[src/rtl/srf_pkg.sv]
package srf_pkg;
    localparam int BYTE_W          = 8;
    localparam int DEF_MAX_DEPTH   = 64;
    localparam int DEF_SIZE_COUNT  = 4;

    typedef logic [BYTE_W-1:0] byte_t;
endpackage

[src/rtl/srf_shifter.sv]
module srf_shifter #(
    parameter int W = 8,
    localparam int CW = $clog2(W)
) (
    input  logic         clk,
    input  logic         rst_n,
    input  logic         bit_en,
    input  logic         bit_in,
    output logic         byte_vld,
    output logic [W-1:0] byte_out
);
    typedef struct packed {
        logic [W-1:0]  sr;
        logic [CW-1:0] pos;
    } sh_state_t;

    sh_state_t s_d, s_q;

    always_comb begin
        s_d      = s_q;
        byte_out = {s_q.sr[W-2:0], bit_in};
        byte_vld = bit_en && (s_q.pos == CW'(W-1));
        if (bit_en) begin
            s_d.sr  = {s_q.sr[W-2:0], bit_in};
            s_d.pos = (s_q.pos == CW'(W-1)) ? '0 : s_q.pos + 1'b1;
        end
    end

    always_ff @(posedge clk) begin
        if (!rst_n) s_q <= '0;
        else        s_q <= s_d;
    end
endmodule

[src/rtl/srf_store.sv]
module srf_store #(
    parameter int W     = 8,
    parameter int DEPTH = 64,
    localparam int AW   = $clog2(DEPTH)
) (
    input  logic          clk,
    input  logic          wr_en,
    input  logic [AW-1:0] wr_addr,
    input  logic [W-1:0]  wr_data,
    input  logic [AW-1:0] rd_addr,
    output logic [W-1:0]  rd_word
);
    logic [W-1:0] mem [DEPTH];

    always_ff @(posedge clk) begin
        if (wr_en) mem[wr_addr] <= wr_data;
    end

    assign rd_word = mem[rd_addr];
endmodule

[src/rtl/serial_rx_fifo.sv]
module serial_rx_fifo
    import srf_pkg::*;
#(
    parameter int  MAX_DEPTH  = DEF_MAX_DEPTH,
    parameter int  SIZE_COUNT = DEF_SIZE_COUNT,
    localparam int SEL_W      = $clog2(SIZE_COUNT),
    localparam int CNT_W      = $clog2(MAX_DEPTH + 1),
    localparam int PTR_W      = $clog2(MAX_DEPTH),
    localparam int STEP       = MAX_DEPTH / SIZE_COUNT
) (
    input  logic             clk,
    input  logic             rst_n,
    input  logic             bit_en,
    input  logic             bit_in,
    input  logic [SEL_W-1:0] depth_sel,
    input  logic [CNT_W-1:0] thresh,
    input  logic             rd_sel_n,
    output logic [BYTE_W-1:0] rd_data,
    input  logic             ovr_clr,
    output logic             empty_n,
    output logic             full,
    output logic             byte_wr,
    output logic             thr_hit,
    output logic             overrun
);
    typedef struct packed {
        logic [PTR_W-1:0] wr_ptr;
        logic [PTR_W-1:0] rd_ptr;
        logic [CNT_W-1:0] count;
        byte_t            rd_data;
        logic             empty_n;
        logic             byte_wr;
        logic             overrun;
        logic             sel_prev;
    } ctl_state_t;

    localparam ctl_state_t RESET_STATE = '{
        wr_ptr: '0, rd_ptr: '0, count: '0, rd_data: '0,
        empty_n: 1'b0, byte_wr: 1'b0, overrun: 1'b0, sel_prev: 1'b1
    };

    ctl_state_t r_d, r_q;

    logic             new_vld;
    byte_t            new_byte;
    byte_t            head_byte;
    logic [CNT_W-1:0] depth;
    logic [CNT_W-1:0] level;
    logic             sel_fall, do_pop, do_push, has_room;

    srf_shifter #(.W(BYTE_W)) u_shift (
        .clk      (clk),
        .rst_n    (rst_n),
        .bit_en   (bit_en),
        .bit_in   (bit_in),
        .byte_vld (new_vld),
        .byte_out (new_byte)
    );

    srf_store #(.W(BYTE_W), .DEPTH(MAX_DEPTH)) u_store (
        .clk     (clk),
        .wr_en   (do_push),
        .wr_addr (r_q.wr_ptr),
        .wr_data (new_byte),
        .rd_addr (r_q.rd_ptr),
        .rd_word (head_byte)
    );

    function automatic logic [PTR_W-1:0] ptr_next(input logic [PTR_W-1:0] p,
                                                  input logic [CNT_W-1:0] lim);
        return (CNT_W'(p) == lim - 1'b1) ? '0 : p + 1'b1;
    endfunction

    always_comb begin
        depth    = CNT_W'((int'(depth_sel) + 1) * STEP);
        level    = r_q.count;
        sel_fall = r_q.sel_prev && !rd_sel_n;
        do_pop   = sel_fall && (r_q.count != '0) && !ovr_clr;
        has_room = (r_q.count < depth) || do_pop;
        do_push  = new_vld && has_room && !ovr_clr;

        r_d          = r_q;
        r_d.sel_prev = rd_sel_n;

        if (ovr_clr) begin
            r_d.wr_ptr  = '0;
            r_d.rd_ptr  = '0;
            r_d.count   = '0;
            r_d.empty_n = 1'b0;
            r_d.overrun = 1'b0;
        end else begin
            if (do_pop) begin
                r_d.rd_data = head_byte;
                r_d.rd_ptr  = ptr_next(r_q.rd_ptr, depth);
            end
            if (do_push) begin
                r_d.wr_ptr = ptr_next(r_q.wr_ptr, depth);
            end
            r_d.count = r_q.count + CNT_W'(do_push) - CNT_W'(do_pop);
            if (new_vld && !has_room) begin
                r_d.overrun = 1'b1;
            end
            if (sel_fall) r_d.empty_n = (r_d.count != '0);
            else          r_d.empty_n = r_q.empty_n | do_push;
        end

        if (bit_en) r_d.byte_wr = do_push;
    end

    always_ff @(posedge clk) begin
        if (!rst_n) r_q <= RESET_STATE;
        else        r_q <= r_d;
    end

    assign rd_data = r_q.rd_data;
    assign empty_n = r_q.empty_n;
    assign byte_wr = r_q.byte_wr;
    assign overrun = r_q.overrun;
    assign full    = (r_q.count >= depth);
    assign thr_hit = (r_q.count >= thresh);
endmodule


[config.mk]
export PLATFORM = sky130hd
export DESIGN_NAME = serial_rx_fifo
export DESIGN_NICKNAME = d
export VERILOG_FILES = /design/src/rtl/srf_pkg.sv /design/src/rtl/srf_shifter.sv /design/src/rtl/srf_store.sv /design/src/rtl/serial_rx_fifo.sv
export SDC_FILE = /design/constraint.sdc
export NUM_CORES = 1
export LEC_CHECK = 0
export BUFFER_PORTS_ARGS = -buffer_cell sky130_fd_sc_hd__buf_2
export CORE_ASPECT_RATIO = 0.5
export CORE_MARGIN = 2
export CORE_UTILIZATION = 45
export DETAILED_ROUTE_END_ITERATION = 7
export MAX_ROUTING_LAYER = met4
export PLACE_DENSITY = 0.56
export SYNTH_ARGS = -nofsm -noshare
export SYNTH_HDL_FRONTEND = slang
export SYNTH_SLANG_ARGS = --single-unit
[constraint.sdc]
create_clock -name clk -period 4.8 [get_ports clk]
set_clock_uncertainty 0.15 [all_clocks]
set_input_delay 0.24 -clock clk [delete_from_list [all_inputs] [get_ports clk]]
set_output_delay 0.24 -clock clk [all_outputs]
set_load 0.02 [all_outputs]
## After elaboration in Yosys (flattened, before gate mapping)

Memory sizes are Yosys's and may differ from the RTL's. A register that Yosys moved wholly into a read port is not among the register bits.
Index checks and enable logic that the tools add are counted.

- Input bits: 15
- Bits in read-only memories: 0
- Register bits after elaboration: 33
- Memories: 1
- RAM bits: 512
- Output and inout port bits: 13
- Latch bits: 0
- Word-level logic and storage cells: 48

- Add/subtract/negate cells: 7
- Equal/unequal tests: 3
- Reductions and logical operators: 16
- Divide/modulo/power cells: 0
- Multiply operators: 0
- Multiplexer cells: 6
- $lt $le $gt $ge: 3
- Bitwise gates (word level): 3
- Shift operators: 0

Memory list:

| memory | depth | bits a word | rd ports | clocked after memory_dff | write ports | line | RTL |
|---|---|---|---|---|---|---|---|
| u_store.mem | 64 | 8 | 1 | 1 | 1 | srf_store.sv:13 | `logic [W-1:0] mem [DEPTH];` |

Operators by type and width:

| cell | number |
|---|---|
| == test 6 x 7 -> 1 bit | 2 |
| greater-or-equal comparator 7 bit | 2 |
| nonzero test 7 bit | 2 |
| adder 6 x 1 -> 6 bit, second input constant | 2 |
| two-way mux 6 bit | 2 |
| adder 7 x 1 -> 7 bit | 1 |
| logical AND 1 bit | 7 |
| < comparator 7 bit | 1 |
| subtractor 7 x 1 -> 7 bit | 1 |
| subtractor 7 x 1 -> 7 bit, second input constant | 1 |
| logical NOT 1 bit | 4 |
| adder 2 x 1 -> 3 bit, second input constant | 1 |
| adder 3 x 1 -> 3 bit, second input constant | 1 |
| == test 3 bit, second input constant | 1 |
| two-way mux 1 bit | 3 |
| two-way mux 3 bit | 1 |
| NOT 1 bit | 2 |
| AND reduction 2 bit | 1 |
| OR reduction 2 bit | 1 |
| logical OR 1 bit | 1 |
| OR 1 bit | 1 |

## Logic depth before layout (Yosys ltp)

- Depth in word-level cells: 11
- Depth in mapped cells: 19
- Depth with buffers taken out: 19

## Modules after synthesis

A second synthesis with hierarchy kept.

- Cell total of the unflattened synthesis: 1,197
- Area, all modules: 22,422.8 sq um

Modules (own cells, without submodules):

| module | seq. area each (sq um) | area each (sq um) | times used | cells each |
|---|---|---|---|---|
| srf_store | 15,374.7 | 20,006.7 | 1 | 932 |
| serial_rx_fifo | 620.6 | 1,936.9 | 1 | 222 |
| srf_shifter | 200.2 | 479.2 | 1 | 43 |

## Worst setup path before layout

Ideal clock, no wire load.

- Path kind: input-to-reg
- From: in depth_sel[0]
- To: reg r_q (netlist bit empty_n)
- Cell stages on the path: 19
- Required time: 4.559 ns
- Setup slack: 1.222 ns
- Setup time: 0.091 ns
- Path buffers: 0
- Arrival: 3.338 ns
- Cells stage by stage: ha_1 inv_1 ha_1 nor2b_1 o21ai_1 a21boi_4 nor2_2 inv_1 ha_1 inv_1 ha_1 inv_1 fa_1 inv_1 a21oi_1 o21bai_1 a2111oi_0 nor3_1 a311oi_1

- Word-level cells in the longest chain between the ends: 9
- Elaborated cells between the ends (all ways): 10
- Classes of those cells: 3 x add/sub; 1 x order compare; 1 x mux; 1 x bitwise; 4 x reduce/logical

Ends and longest elaborated chain:

| item | line | RTL |
|---|---|---|
| start, declared | serial_rx_fifo.sv:15 | `input logic [SEL_W-1:0] depth_sel,` |
| adder 2 x 1 -> 3 bit (*) | serial_rx_fifo.sv:75 | `depth = CNT_W'((int'(depth_sel) + 1) * STEP);` |
| < comparator 7 bit (*) | serial_rx_fifo.sv:79 | `has_room = (r_q.count < depth) \|\| do_pop;` |
| logical OR 1 bit (*) | serial_rx_fifo.sv:79 |  |
| logical AND 1 bit (*) (2 in a row) | serial_rx_fifo.sv:80 | `do_push = new_vld && has_room && !ovr_clr;` |
| adder 7 x 1 -> 7 bit | serial_rx_fifo.sv:99 | `r_d.count = r_q.count + CNT_W'(do_push) - CNT_W'(do_pop);` |
| subtractor 7 x 1 -> 7 bit | serial_rx_fifo.sv:99 |  |
| nonzero test 7 bit | serial_rx_fifo.sv:103 | `if (sel_fall) r_d.empty_n = (r_d.count != '0);` |
| two-way mux 1 bit (*) | serial_rx_fifo.sv:103 |  |
| end signal, assigned | serial_rx_fifo.sv:112 | `else r_q <= r_d;` |
| end, declared | serial_rx_fifo.sv:42 | `ctl_state_t r_d, r_q;` |

Every way passes the cells marked *; elsewhere a longest branch is shown, timed or not.
A chain may end at the register's enable or synchronous reset.

## Worst setup path in the final report

- From: reg r_q (netlist bit level[2])
- To: reg r_q (netlist bit empty_n)

- Word-level cells in the longest chain between the ends: 10
- Elaborated cells between the ends (all ways): 12
- Classes of those cells: 2 x add/sub; 1 x order compare; 1 x mux; 1 x bitwise; 7 x reduce/logical

Ends and longest elaborated chain:

| item | line |
|---|---|
| parallel branches: the longest is 9 deep, another holds < comparator 7 bit | - |
| two-way mux 1 bit (*) | serial_rx_fifo.sv:103 |

Mark *: on every way between the ends.

==> results.sh <==
export IMPL_r2r_slack_ns=1.06
export IMPL_insertion_delay_ns=0.56
export IMPL_yosysWarnings=0
export IMPL_synthMuxAreaShare_pct=14.4
export IMPL_clockBufferDepth=3
export IMPL_use_met2_pct=31.2
export IMPL_crit_buf_inv=5
export IMPL_ys_flop_type="edfxtp_1"
export IMPL_holdBufCountCts=4
export IMPL_grtUsageMet1_pct=31.1
export IMPL_synth_top_area_share_pct=68.7
export IMPL_synth_compound_area_share_pct=3.11
export IMPL_avgSynthCellArea_sq_um=17.5
export IMPL_drc=0
export IMPL_criticalPathCategory="flop to flop"
export IMPL_cts_root_buffer="clkbuf_16"
export IMPL_dp_cells=1909
export IMPL_synth_edf_count=512
export IMPL_cts_tree="done"
export IMPL_period_share_pct=77.8
export IMPL_grt_max_degree=70
export IMPL_pin_count=28
export IMPL_hold_start="bit_en"
export IMPL_grt_usage_pct=20.9
export IMPL_synthSimpleGateAreaFrac_pct=5.54
export IMPL_path_cells="inv_1 -> ha_1 -> or3b_4 -> o21ai_4 -> a21boi_4 -> nor2_2 -> inv_1 -> ha_1 -> inv_1 -> ha_1 -> inv_1 -> fa_1 -> inv_1 -> a21oi_1 -> o21bai_1 -> a2111oi_0 -> nor3_1 -> a311oi_1"
export IMPL_n_antenna_cell=0
export IMPL_rows=57
export IMPL_cp_max_fo=6
export IMPL_synthArstFlopShare_pct=0
export IMPL_synthAdderAreaFrac_pct=1.43
export IMPL_synth_distinct_cells=57
export IMPL_drive_gt1_share_pct=16.9
export IMPL_vias=11400
export IMPL_critPathMostFrequentCell="inv_1"
export IMPL_overflow=0
export IMPL_portBuffers=27
export IMPL_cts_sinks=553
export IMPL_drtAntennaViolNets=0
export IMPL_wl_um=51500
export IMPL_yosysSeqAreaShare_pct=72.4
export IMPL_powerDensity_mw_per_mm2=390
export IMPL_crit_path_start_kind="flop"
export IMPL_gp_congestion=0.845
export IMPL_nets=1355
export IMPL_area_growth_pct=10.2
export IMPL_crit_path_max_incr_delay_ns=0.42
export IMPL_vias_per_cell=5.69
export IMPL_synth_area_leader_cell="edfxtp_1"
export IMPL_timing_slew_headroom_pct=19.3
export IMPL_final_cells=2001
export IMPL_die_x_um=319
export IMPL_gr_usage_met3_pct=2.93
export IMPL_drt_pre_antenna_iters=7
export IMPL_post_dp_hpwl_um=32700
export IMPL_fmax_mhz=268
export IMPL_ir_drop_uv=238
export IMPL_synthesis_nets=1319
export IMPL_die_area_sq_mm=0.0516
export IMPL_maxCapViolations=0
export IMPL_synth_seq_cells=553
export IMPL_core_sq_mm=0.0488
export IMPL_cts_made_buffers=49
export IMPL_reg2regPathDepth=18
export IMPL_synth_top_family_by_area="multiplexers"
export IMPL_drtIter0Drc=1207
export IMPL_setup_tns_final_ns=0
export IMPL_die_y_um=162
export IMPL_fin_area_sq_mm=0.0247
export IMPL_tightest_slew_ns=1.21
export IMPL_cts_resized=0
export IMPL_slew_violations=0
export IMPL_gr_max_usage_layer="met2"
export IMPL_grt_pass1_wl_um=76500
export IMPL_p_leak_nw=7.58
export IMPL_cp_required_ns=5.06
export IMPL_initial_core_util_pct=45.9
export IMPL_grt_pass1_vias=11400
export IMPL_endpoint_kind="flop"
export IMPL_rsz0062_at_grt="false"
export IMPL_place_area_sq_mm=0.0231
export IMPL_r2r_end="empty_n"
export IMPL_status="complete, no violations"
export IMPL_synth_area_leaders="edfxtp_1, mux4_2, mux2i_1"
export IMPL_reg2reg_from="level[2]"
export IMPL_fin_crit_ns=3.74
export IMPL_wl_per_cell_um=25.7
export IMPL_h_tree_depth=2
export IMPL_cp_slowest_cell="fa_1"
export IMPL_hold_viol=0
export IMPL_min_path_cells=3
export IMPL_worst_hold_path_type="input port to flop"
export IMPL_synth_most_common_cell="edfxtp_1"
export IMPL_min_to="overrun"
export IMPL_syn_cell_area_sq_mm=0.0224
export IMPL_finalSetupViolCount=0
export IMPL_whs_ns=0.0285
export IMPL_antenna_found_initial=0
export IMPL_path_delay_family="compound AO/OA/AOI/OAI gates"
export IMPL_post_cts_setup_buffers=0
export IMPL_cts_clk_slew_worst_paths_ns=0.07
export IMPL_crit_arrival_ns=4.00
export IMPL_ys_top_cells_by_count="edfxtp_1, mux2i_1, nor2_1"
export IMPL_synth_xor_area_share_pct=0.699
export IMPL_syn_instance_count=1279
## through the flow
stage | total power [mW] | setup WS (ns) | utilization (%)
6_report | 9.61 | 1.06 | 50.5
5_1_grt | 9.96 | 0.742 | 50.5
4_1_cts | 9.69 | 1.06 | 50.5
3_5_place_dp | 5.96 | 0.926 | 47.4
3_3_place_gp | 5.95 | 1.01 | 47.4
2_1_floorplan | 5.82 | 1.22 | -
## power breakdown
part | total (mW) | internal (mW) | leakage [nW] | switching (mW)
registers | 5.29 | 5.24 | 5.05 | 0.0504
clock network | 3.76 | 2.07 | 0.745 | 1.69
logic | 0.568 | 0.238 | 1.79 | 0.331
## layer usage
layer,share of wire [%],vias up
li1,-,5076
met1,47,5890
met2,45,360
met3,6.2,58
met4,1.4,0
met5,0,-
## worst min-delay path: cells and delay by family
kind,cells,cell delay [ns]
AND/OR/NAND/NOR,1,0.05
buffers and inverters,1,0.23
AO/OA/AOI/OAI,1,0.18
## layout make-up
| class | count | area [sq um] |
|---|---|---|
| tap | 649 | 812 |
| fill | 4029 | 24100 |
| sequential | 553 | 16200 |
| inverter | 23 | 86.3 |
| clock inverter | 22 | 166 |
| multi-input combinational | 630 | 5630 |
| clock buffer | 66 | 1340 |
| timing repair buffer | 58 | 390 |
## placed cells by master (no fill, tap or decap), types with 26 or more instances in the layout
cell type  instances
clkbuf_16         50
mux2i_1          140
buf_2             27
mux4_2            80
dfxtp_1           31
o22ai_1           35
o21ai_0           26
nand2_1           35
buf_4             26
edfxtp_1         512
nor2_1           112
## kinds of logic after synthesis
kind of cell               count (synthesis)
DFF                                      553
buffers and inverters                     96
adders and majority gates                 25
AOI/OAI and AO/OA                        111
and+or+nand+nor                          256
xor gates and xnor gates                  17
muxes                                    221
## how the worst max path moves through the flow
| stage | startpoint | endpoint | slack, ns | depth (start not counted) |
|---|---|---|---|---|
| floorplan | depth_sel[0] | empty_n | 1.22 | 19 |
| global placement | depth_sel[0] | empty_n | 1.01 | 20 |
| detailed placement | depth_sel[0] | empty_n | 0.93 | 20 |
| CTS | level[2] | empty_n | 1.06 | 18 |
| global route | level[2] | empty_n | 0.74 | 18 |
| finish | level[2] | empty_n | 1.06 | 18 |
## registers in the layout (all words and copies together) (netlist names)
name and cells:
level 7, rd_data 8, u_shift.s_q 3, u_store.mem 512, r_q 13, u_shift.byte_out 7, overrun 1, byte_wr 1
empty_n 1
No activity file was read; power rests on OpenSTA's default activity.
